==> config.mk <==
export PLATFORM = sky130hd
export DESIGN_NAME = smb_cfg_slave
export DESIGN_NICKNAME = d
export VERILOG_FILES = /design/src/rtl/smb_cfg_pkg.sv /design/src/rtl/smb_bus_sync.sv /design/src/rtl/smb_reg_bank.sv /design/src/rtl/smb_cfg_slave.sv
export SDC_FILE = /design/constraint.sdc
export NUM_CORES = 1
export LEC_CHECK = 0
export ABC_AREA = 0
export BUFFER_PORTS_ARGS = -buffer_cell sky130_fd_sc_hd__buf_4
export CORE_ASPECT_RATIO = 0.6
export CORE_UTILIZATION = 33
export CTS_BUF_LIST = sky130_fd_sc_hd__clkbuf_16
export DETAILED_ROUTE_END_ITERATION = 12
export PLACE_DENSITY = 0.58
export SLEW_MARGIN = 20
export SYNTH_ARGS = -nofsm -noshare
export SYNTH_HDL_FRONTEND = slang
export SYNTH_HIERARCHICAL = 1
export SYNTH_SLANG_ARGS = --single-unit
==> constraint.sdc <==
create_clock -name clk -period 3.1 [get_ports clk]
set_clock_uncertainty 0.05 [all_clocks]
set_input_delay 0.31 -clock clk [delete_from_list [all_inputs] [get_ports clk]]
set_output_delay 0.31 -clock clk [all_outputs]
set_load 0.05 [all_outputs]
==> src/rtl/smb_cfg_pkg.sv <==
package smb_cfg_pkg;

    localparam int OFF_W = 7;

    typedef enum logic [3:0] {
        S_IDLE,
        S_ADDR,
        S_CMD,
        S_CNT,
        S_WDATA,
        S_RXACK,
        S_TX,
        S_TXACK,
        S_IGNORE
    } ctl_state_e;

    typedef struct packed {
        ctl_state_e       st;
        ctl_state_e       nxt;
        logic [3:0]       bcnt;
        logic [7:0]       sh;
        logic [OFF_W-1:0] ptr;
        logic             cnt_first;
        logic             wrapped;
        logic             mack;
        logic             oe;
    } ctl_t;

endpackage

==> src/rtl/smb_bus_sync.sv <==
module smb_bus_sync #(
    parameter int STAGES = 2
) (
    input  logic clk,
    input  logic rst_n,
    input  logic scl_i,
    input  logic sda_i,
    output logic sda_s,
    output logic scl_rise,
    output logic scl_fall,
    output logic bus_start,
    output logic bus_stop
);

    localparam int TAP = STAGES - 1;

    // one extra stage beyond the synchronizer holds the previous value
    logic [STAGES:0] scl_q, scl_d;
    logic [STAGES:0] sda_q, sda_d;

    always_comb begin
        scl_d = {scl_q[STAGES-1:0], scl_i};
        sda_d = {sda_q[STAGES-1:0], sda_i};
    end

    always_ff @(posedge clk or negedge rst_n) begin
        if (!rst_n) begin
            scl_q <= '1;
            sda_q <= '1;
        end else begin
            scl_q <= scl_d;
            sda_q <= sda_d;
        end
    end

    logic scl_now, scl_old, sda_now, sda_old;

    always_comb begin
        scl_now   = scl_q[TAP];
        scl_old   = scl_q[STAGES];
        sda_now   = sda_q[TAP];
        sda_old   = sda_q[STAGES];
        sda_s     = sda_now;
        scl_rise  = scl_now && !scl_old;
        scl_fall  = !scl_now && scl_old;
        bus_start = scl_now && scl_old && sda_old && !sda_now;
        bus_stop  = scl_now && scl_old && !sda_old && sda_now;
    end

endmodule

==> src/rtl/smb_reg_bank.sv <==
module smb_reg_bank #(
    parameter int                    NUM_REGS = 8,
    parameter int                    OFF_W    = 7,
    parameter logic [NUM_REGS*8-1:0] DEFAULTS = '0
) (
    input  logic                  clk,
    input  logic                  rst_n,
    input  logic                  wr_en,
    input  logic [OFF_W-1:0]      wr_idx,
    input  logic [7:0]            wr_data,
    input  logic [OFF_W-1:0]      rd_idx,
    output logic [7:0]            rd_data,
    output logic [NUM_REGS*8-1:0] regs_o
);

    for (genvar gi = 0; gi < NUM_REGS; gi++) begin : g_reg
        logic [7:0] r_d, r_q;

        always_comb begin
            r_d = r_q;
            if (wr_en && (wr_idx == OFF_W'(gi))) begin
                r_d = wr_data;
            end
        end

        always_ff @(posedge clk or negedge rst_n) begin
            if (!rst_n) begin
                r_q <= DEFAULTS[gi*8 +: 8];
            end else begin
                r_q <= r_d;
            end
        end

        assign regs_o[gi*8 +: 8] = r_q;
    end

    // offsets with no register behind them read as zero
    always_comb begin
        rd_data = '0;
        for (int i = 0; i < NUM_REGS; i++) begin
            if (rd_idx == OFF_W'(i)) begin
                rd_data = regs_o[i*8 +: 8];
            end
        end
    end

endmodule

==> src/rtl/smb_cfg_slave.sv <==
module smb_cfg_slave
    import smb_cfg_pkg::*;
#(
    parameter int                    NUM_REGS     = 8,
    parameter logic [6:0]            DEV_ADDR     = 7'h69,
    parameter int                    SYNC_STAGES  = 2,
    parameter logic [NUM_REGS*8-1:0] REG_DEFAULTS = 64'h005A_C3FF_F00F_FF81
) (
    input  logic                  clk,
    input  logic                  rst_n,
    input  logic                  scl_i,
    input  logic                  sda_i,
    output logic                  sda_oe,
    output logic [NUM_REGS*8-1:0] cfg_o
);

    localparam logic [OFF_W-1:0] LAST_IDX = OFF_W'(NUM_REGS - 1);
    localparam logic [7:0]       CNT_BYTE = 8'(NUM_REGS);
    localparam int               SKIP_POS = (NUM_REGS - 1) * 8;

    localparam ctl_t CTL_RST = '{
        st: S_IDLE, nxt: S_IDLE, bcnt: '0, sh: '0, ptr: '0,
        cnt_first: 1'b0, wrapped: 1'b0, mack: 1'b0, oe: 1'b0
    };

    logic sda_s, scl_rise, scl_fall, bus_start, bus_stop;

    smb_bus_sync #(
        .STAGES(SYNC_STAGES)
    ) i_sync (
        .clk      (clk),
        .rst_n    (rst_n),
        .scl_i    (scl_i),
        .sda_i    (sda_i),
        .sda_s    (sda_s),
        .scl_rise (scl_rise),
        .scl_fall (scl_fall),
        .bus_start(bus_start),
        .bus_stop (bus_stop)
    );

    ctl_t ctl_d, ctl_q;

    logic             wr_en;
    logic [OFF_W-1:0] wr_idx;
    logic [7:0]       wr_data;
    logic [7:0]       rd_data;

    smb_reg_bank #(
        .NUM_REGS(NUM_REGS),
        .OFF_W   (OFF_W),
        .DEFAULTS(REG_DEFAULTS)
    ) i_bank (
        .clk    (clk),
        .rst_n  (rst_n),
        .wr_en  (wr_en),
        .wr_idx (wr_idx),
        .wr_data(wr_data),
        .rd_idx (ctl_q.ptr),
        .rd_data(rd_data),
        .regs_o (cfg_o)
    );

    logic             skip_cnt;
    logic             byte_done;
    logic             in_range;
    logic [7:0]       load_byte;
    logic [OFF_W-1:0] adv_ptr;
    logic             adv_wrap;

    always_comb begin
        skip_cnt  = cfg_o[SKIP_POS];
        byte_done = (ctl_q.bcnt == 4'd8);
        in_range  = (ctl_q.ptr <= LAST_IDX) && !ctl_q.wrapped;
        load_byte = ctl_q.cnt_first ? CNT_BYTE : rd_data;
        adv_ptr   = (ctl_q.ptr >= LAST_IDX) ? '0 : ctl_q.ptr + OFF_W'(1);
        adv_wrap  = ctl_q.wrapped || (ctl_q.ptr >= LAST_IDX);
        wr_idx    = ctl_q.ptr;
        wr_data   = ctl_q.sh;
    end

    always_comb begin
        ctl_d = ctl_q;
        wr_en = 1'b0;
        if (bus_stop) begin
            ctl_d.st = S_IDLE;
            ctl_d.oe = 1'b0;
        end else if (bus_start) begin
            ctl_d.st   = S_ADDR;
            ctl_d.bcnt = '0;
            ctl_d.oe   = 1'b0;
        end else begin
            unique case (ctl_q.st)
                S_ADDR, S_CMD, S_CNT, S_WDATA: begin
                    if (scl_rise && !byte_done) begin
                        ctl_d.sh   = {ctl_q.sh[6:0], sda_s};
                        ctl_d.bcnt = ctl_q.bcnt + 4'd1;
                    end else if (scl_fall && byte_done) begin
                        ctl_d.oe   = 1'b1;
                        ctl_d.st   = S_RXACK;
                        ctl_d.bcnt = '0;
                        case (ctl_q.st)
                            S_ADDR: begin
                                if (ctl_q.sh[7:1] == DEV_ADDR) begin
                                    ctl_d.nxt = ctl_q.sh[0] ? S_TX : S_CMD;
                                end else begin
                                    ctl_d.oe = 1'b0;
                                    ctl_d.st = S_IGNORE;
                                end
                            end
                            S_CMD: begin
                                ctl_d.wrapped = 1'b0;
                                if (ctl_q.sh[7]) begin
                                    ctl_d.ptr       = ctl_q.sh[6:0];
                                    ctl_d.cnt_first = 1'b0;
                                    ctl_d.nxt       = S_WDATA;
                                end else begin
                                    ctl_d.ptr       = '0;
                                    ctl_d.cnt_first = !skip_cnt;
                                    ctl_d.nxt       = skip_cnt ? S_WDATA : S_CNT;
                                end
                            end
                            S_CNT: begin
                                ctl_d.nxt = S_WDATA;
                            end
                            default: begin
                                wr_en         = in_range;
                                ctl_d.ptr     = adv_ptr;
                                ctl_d.wrapped = adv_wrap;
                                ctl_d.nxt     = S_WDATA;
                            end
                        endcase
                    end
                end
                S_RXACK: begin
                    if (scl_fall) begin
                        ctl_d.oe   = 1'b0;
                        ctl_d.bcnt = '0;
                        if (ctl_q.nxt == S_TX) begin
                            ctl_d.st = S_TX;
                            ctl_d.sh = load_byte;
                            ctl_d.oe = !load_byte[7];
                            if (ctl_q.cnt_first) begin
                                ctl_d.cnt_first = 1'b0;
                            end else begin
                                ctl_d.ptr     = adv_ptr;
                                ctl_d.wrapped = adv_wrap;
                            end
                        end else begin
                            ctl_d.st = ctl_q.nxt;
                        end
                    end
                end
                S_TX: begin
                    if (scl_rise && !byte_done) begin
                        ctl_d.bcnt = ctl_q.bcnt + 4'd1;
                    end else if (scl_fall) begin
                        if (byte_done) begin
                            ctl_d.oe = 1'b0;
                            ctl_d.st = S_TXACK;
                        end else begin
                            ctl_d.sh = {ctl_q.sh[6:0], 1'b0};
                            ctl_d.oe = !ctl_q.sh[6];
                        end
                    end
                end
                S_TXACK: begin
                    if (scl_rise) begin
                        ctl_d.mack = !sda_s;
                    end else if (scl_fall) begin
                        ctl_d.bcnt = '0;
                        if (ctl_q.mack) begin
                            ctl_d.st = S_TX;
                            ctl_d.sh = load_byte;
                            ctl_d.oe = !load_byte[7];
                            if (ctl_q.cnt_first) begin
                                ctl_d.cnt_first = 1'b0;
                            end else begin
                                ctl_d.ptr     = adv_ptr;
                                ctl_d.wrapped = adv_wrap;
                            end
                        end else begin
                            ctl_d.st = S_IGNORE;
                        end
                    end
                end
                default: begin
                end
            endcase
        end
    end

    always_ff @(posedge clk or negedge rst_n) begin
        if (!rst_n) begin
            ctl_q <= CTL_RST;
        end else begin
            ctl_q <= ctl_d;
        end
    end

    assign sda_oe = ctl_q.oe;

endmodule

# Word-level counts from Yosys, hierarchy flattened
# Cells that the tools add are included.
# op_classes
n_mux,73
magnitude_cmp,2
n_reduce_logical,44
eq_ne,45
add_sub_neg,2
bitwise_logic,3
# op_table
op,count
8-bit two-way mux,15
4-bit two-way mux,16
21-bit two-way mux,3
12-bit case mux with 4 select lines,1
4-bit != test (second input constant),10
17-bit two-way mux,2
7-bit by 3-bit == test with 1-bit output (second input constant),4
2-bit != test (second input constant),14
9-bit case mux with 3 select lines,1
1-bit two-way mux,22
11-bit AND reduction,2
4-bit by 3-bit == test with 1-bit output (second input constant),5
1-bit logical AND,18
9-bit two-way mux,2
9-bit AND reduction,2
4-bit case mux with 4 select lines,1
7-bit by 2-bit == test with 1-bit output (second input constant),2
7-bit two-way mux,2
7-bit case mux with 2 select lines,1
12-bit two-way mux,1
3-bit != test (second input constant),4
12-bit AND reduction,1
1-bit zero test,9
3-bit two-way mux,3
25 further kinds,28
# word_totals
regBits,101
in_bits,4
out_inout_bits,65
word_cells,188

# Depth between registers and ports, before layout
# depth
ltp_word,17
mapped_depth,9
depth_no_buf,8

# Modules after synthesis
# Netlist, hierarchy kept.
# by_module_without_submodules
mod,n_inst,area_per_inst_um2,seq_area_each_um2,cells_each
smb_reg_bank,1,3076.7,1644.1,203
smb_cfg_slave,1,1988.2,750.7,222
smb_bus_sync,1,190.2,157.7,10

# Worst setup path before layout
# OpenSTA, ideal clock, no wires.
# synth_timing
path_type,reg-to-reg
from,reg i_sync.scl_q[2]
to,reg i_bank.g_reg[0].r_q[1]
path_slack_ps,232
setup_time_ps,125
stages_incl_launch_ff,8
arrival_time_ps,2693
period_less_slack_ps,2868
path_cell_list,dfstp_2 > nor2b_1 > inv_1 > or2_2 > nor3_1 > or3b_2 > nor3_4 > mux2_2
# synth_via
elab_chain_cells,8
word_cells_on_any_way,16
cone_classes,5 x mux; 11 x reduce/logical
# synth_lines
item,line,text
"start, declared",smb_bus_sync.sv:18,"logic [STAGES:0] scl_q, scl_d;"
"start signal, assigned",smb_bus_sync.sv:31,scl_q <= scl_d;
1-bit logical AND,smb_bus_sync.sv:45,scl_fall = !scl_now && scl_old;
net scl_fall,smb_cfg_slave.sv:26,"logic sda_s, scl_rise, scl_fall, bus_start, bus_stop;"
1-bit logical AND,smb_cfg_slave.sv:98,end else if (scl_fall && byte_done) begin
1-bit two-way mux,smb_cfg_slave.sv:98,
1-bit two-way mux,smb_cfg_slave.sv:95,if (scl_rise && !byte_done) begin
1-bit two-way mux,smb_cfg_slave.sv:93,unique case (ctl_q.st)
1-bit two-way mux,smb_cfg_slave.sv:88,end else if (bus_start) begin
1-bit two-way mux,smb_cfg_slave.sv:85,if (bus_stop) begin
net wr_en,smb_cfg_slave.sv:44,logic wr_en;
1-bit logical AND,smb_reg_bank.sv:21,if (wr_en && (wr_idx == OFF_W'(gi))) begin
"end signal, assigned",smb_reg_bank.sv:28,r_q <= DEFAULTS[gi*8 +: 8];
"end signal, assigned",smb_reg_bank.sv:30,r_q <= r_d;
"end, declared",smb_reg_bank.sv:17,"logic [7:0] r_d, r_q;"
# The timed path passes the listed nets, and every way through them passes these cells.
# A chain may end at the register's enable or synchronous reset.

# Worst setup path in the final report
# layout_timing
from,reg i_sync.scl_q[2]
to,reg i_bank.g_reg[1].r_q[0]
# layout_via
elab_chain_cells,8
word_cells_on_any_way,16
cone_classes,5 x mux; 11 x reduce/logical
# layout_lines
item,line
1-bit logical AND,smb_bus_sync.sv:45
net scl_fall,smb_cfg_slave.sv:26
1-bit logical AND,smb_cfg_slave.sv:98
1-bit two-way mux,smb_cfg_slave.sv:98
1-bit two-way mux,smb_cfg_slave.sv:95
1-bit two-way mux,smb_cfg_slave.sv:93
1-bit two-way mux,smb_cfg_slave.sv:88
1-bit two-way mux,smb_cfg_slave.sv:85
net wr_en,smb_cfg_slave.sv:44
1-bit logical AND,smb_reg_bank.sv:21
"end signal, assigned",smb_reg_bank.sv:28
"end signal, assigned",smb_reg_bank.sv:30
"end, declared",smb_reg_bank.sv:17
# The timed path passes the listed nets, and every way through them passes these cells.

==> metrics <==
Slew headroom 50.8%; critical path class reg -> reg; drt drc 0; worst skew pair latency 0.35 ns; Final Hold Vio Count 27; Root Buffer clkbuf_16; post-route ant nets 0; CP arrival 3.17 ns; sequential area share after synthesis 48.6%; Mapped Cells 435; CP cell instances nor2b_1 > inv_1 > or2_2 > nor3_1 > or3b_2 > nor3_4 > mux2_2; minimum clock period after layout 2.95 ns; grt ovf 0; Clock Pin Slew Worst Setup and Hold Paths 0.07 ns; Total GRT Usage 18.5%; CTS tree done; Yosys top cell area share 28.6%; Routed WL 14400 µm; Layout area overhead 21.3%; multi-input combinational cell area 2530 µm²; hpwl dp 10400 µm; Clock Power Share 35.0%; largest net degree at the start of global routing 58; Cell Rows 35; Tightest Hold Check Type in -> async; Critical path origin i_sync/scl_q[2]; Cell Pwr Density 471 nW/µm²; Switching Fraction 31.1%; Synth Flop Type dfrtp_1; Ys Warns 6; CP max stage delay 0.55 ns; fin. max-slew vios 0; worst-case clock buffer depth 2; number of port buffers 68; DR vias 4015; Psw 0.934 mW; failing checks hold timing; CTS Buf Count 9; via/cell ratio 5.54; Initial Utilization 34.0%; Yosys cell types 63; FF+latch count, synth 100; maximum net fanout on the critical path 8; number of global-route vias before repair 3934; total of max-cap violations 0; hold_ws -0.0176 ns; peak supply drop 0.289 mV; first drt pass iteration count 4; RSZ-0062 raised after global routing false; Critical Path Start Type flip-flop; WL/cell 19.8 µm; synth top area cells dfrtp_1, dfstp_2, mux2_2, mux4_2, mux2i_1; top-level port count 69; Iter 0 DRT Violations 339; die span in x 165 µm; # fillers 1461; post-CTS sizing 0; die height 99.7 µm; Synth Cell Area 5260 µm²; Antenna diodes 0; Sequential Area 2550 µm²; Post-Syn Nets 442; Synth top cells by count mux2_2, dfrtp_1, dfstp_2, inv_1, nand2_1; Logic pwr share 11.9%; first-pass GRT wire length 22900 µm; Worst-Margin Slew 0.738 ns; setup TNS 0 ns; CORE AREA 15500 µm²; Post-synth EDFFs 0; crit end category flip-flop; layout cell share with drive strength beyond 1 45.2%; RD Place Congestion 0.902; Critical Path RT 3.32 ns; status finished, violations left; Peak Freq 339 MHz; reg2reg start i_sync/scl_q[2]; die area 16400 µm²; initial antenna violation count 0; LEAKAGE 2.82 nW; top-count cell post-synth mux2_2; Final Cycle Share 95.2%; Reg power frac 53.1%; Hold Buf Count CTS 0; CTS sink count 100; most area-hungry cell type in the Yosys netlist dfrtp_1; Avg Cell Area, Syn 12.1 µm²; slowest stage cell, crit path or3b_2; Int Power 2.07 mW; H-tree level count 3; Post-synth ARST share 100%; number of setup violations in the final report 0; PnR Total Power 3.00 mW; setup bufs post-CTS 0; Final #Nets 524
-- cells by family (layout without fill, tap and decap cells) --
logic type | after synthesis | after routing | share of synthesized area (%)
adders and majority gates | 3 | 3 | 0.714
xor gates and xnor gates | 1 | 1 | 0.167
muxes | 91 | 91 | 21.2
and+or+nand+nor | 121 | 121 | 15.6
DFF | 100 | 100 | 48.6
buffers and inverters | 41 | 128 | 3.40
AOI/OAI and AO/OA | 78 | 78 | 10.3
-- worst paths after layout --
path	to	slack, ns	depth (start not counted)
hold reg to reg	i_sync/scl_q[1]	0.31	0
setup / recovery	i_bank/g_reg[1].r_q[0]	0.15	7
hold / removal	i_bank/g_reg[2].r_q[6]	-0.02	1
min in group clk	i_sync/scl_q[0]	0.01	1
max in group asynchronous	i_bank/g_reg[5].r_q[1]	2.25	2
setup reg to reg	i_bank/g_reg[1].r_q[0]	0.15	7
-- per-stage QoR --
step	hold WS (ns)	cell area (µm²)	setup WS, ns	utilization [%]	cells
floorplan	-0.0356	5260	0.232	-	435
global placement	0.298	6100	0.241	39.5	709
detailed placement	0.299	6100	0.166	39.5	709
CTS	0.00443	6370	0.119	41.2	725
global route	0.000491	6370	0.0110	41.2	725
finish	-0.0176	6370	0.149	41.2	725
-- placed cells by master, fill, tap and decap left out, types with 3 or more instances in the layout --
master	Yosys	final
buf_4	0	88
mux2_2	69	69
dfrtp_1	60	60
dfstp_2	40	40
inv_1	23	26
nand2_1	20	20
o21ai_0	18	18
a21oi_1	17	17
nand3_1	13	13
nand3b_1	12	12
mux2i_1	12	12
nor2_1	11	11
nor3b_1	9	9
clkbuf_16	0	9
mux4_2	9	9
nor2b_1	8	8
nand4_1	7	7
a2bb2oi_1	7	7
o221ai_1	7	7
nor3_1	5	5
nor3_4	4	4
nand2b_1	3	3
o21a_1	3	3
and3b_1	3	3
and4b_1	3	3
a21o_1	3	3
o211ai_1	3	3
ha_1	3	3
-- layer usage --
layer  vias to the layer above  GRT usage (%)  wire (µm)
met5                         -              0          0
met4                         0           3.95        109
met3                        12           4.30        916
met2                       133           24.7       5770
met1                      2067           29.6       7580
li1                       1803              -          -
-- flip-flops by register name, indices dropped and copies added (netlist names) --
| register | cells |
|---|---|
| ctl_q | 14 |
| wr_data | 8 |
| i_bank/g.r_q | 64 |
| sda_oe | 1 |
| i_sync/sda_q | 3 |
| wr_idx | 7 |
| i_sync/scl_q | 3 |
-- power by group through the flow --
stage	Sequential (mW)	Clock, mW	Combinational, mW
final	1.59	1.05	0.357
after global routing	1.61	1.13	0.393
after CTS	1.59	1.08	0.356
after detailed placement	1.61	0	0.355
after global placement	1.61	0	0.349
after floorplan	1.54	0	0.203
-- critical path, delay by kind of cell, from the launching register on --
| kind | cells | cell delay (ns) |
|---|---|---|
| muxes | 1 | 0.39 |
| DFF | 1 | 0.54 |
| and+or+nand+nor | 5 | 1.77 |
| buffers and inverters | 1 | 0.12 |
-- cell type report --
class / instances / area share [%]
clock buffer: 9 / 3.53
clock inverter: 7 / 0.707
inverter: 23 / 1.35
multi-input combinational: 294 / 39.7
sequential: 100 / 40.0
tap: 203 / 3.99
timing repair buffer: 89 / 10.7
No activity file was read; power rests on OpenSTA's default activity.
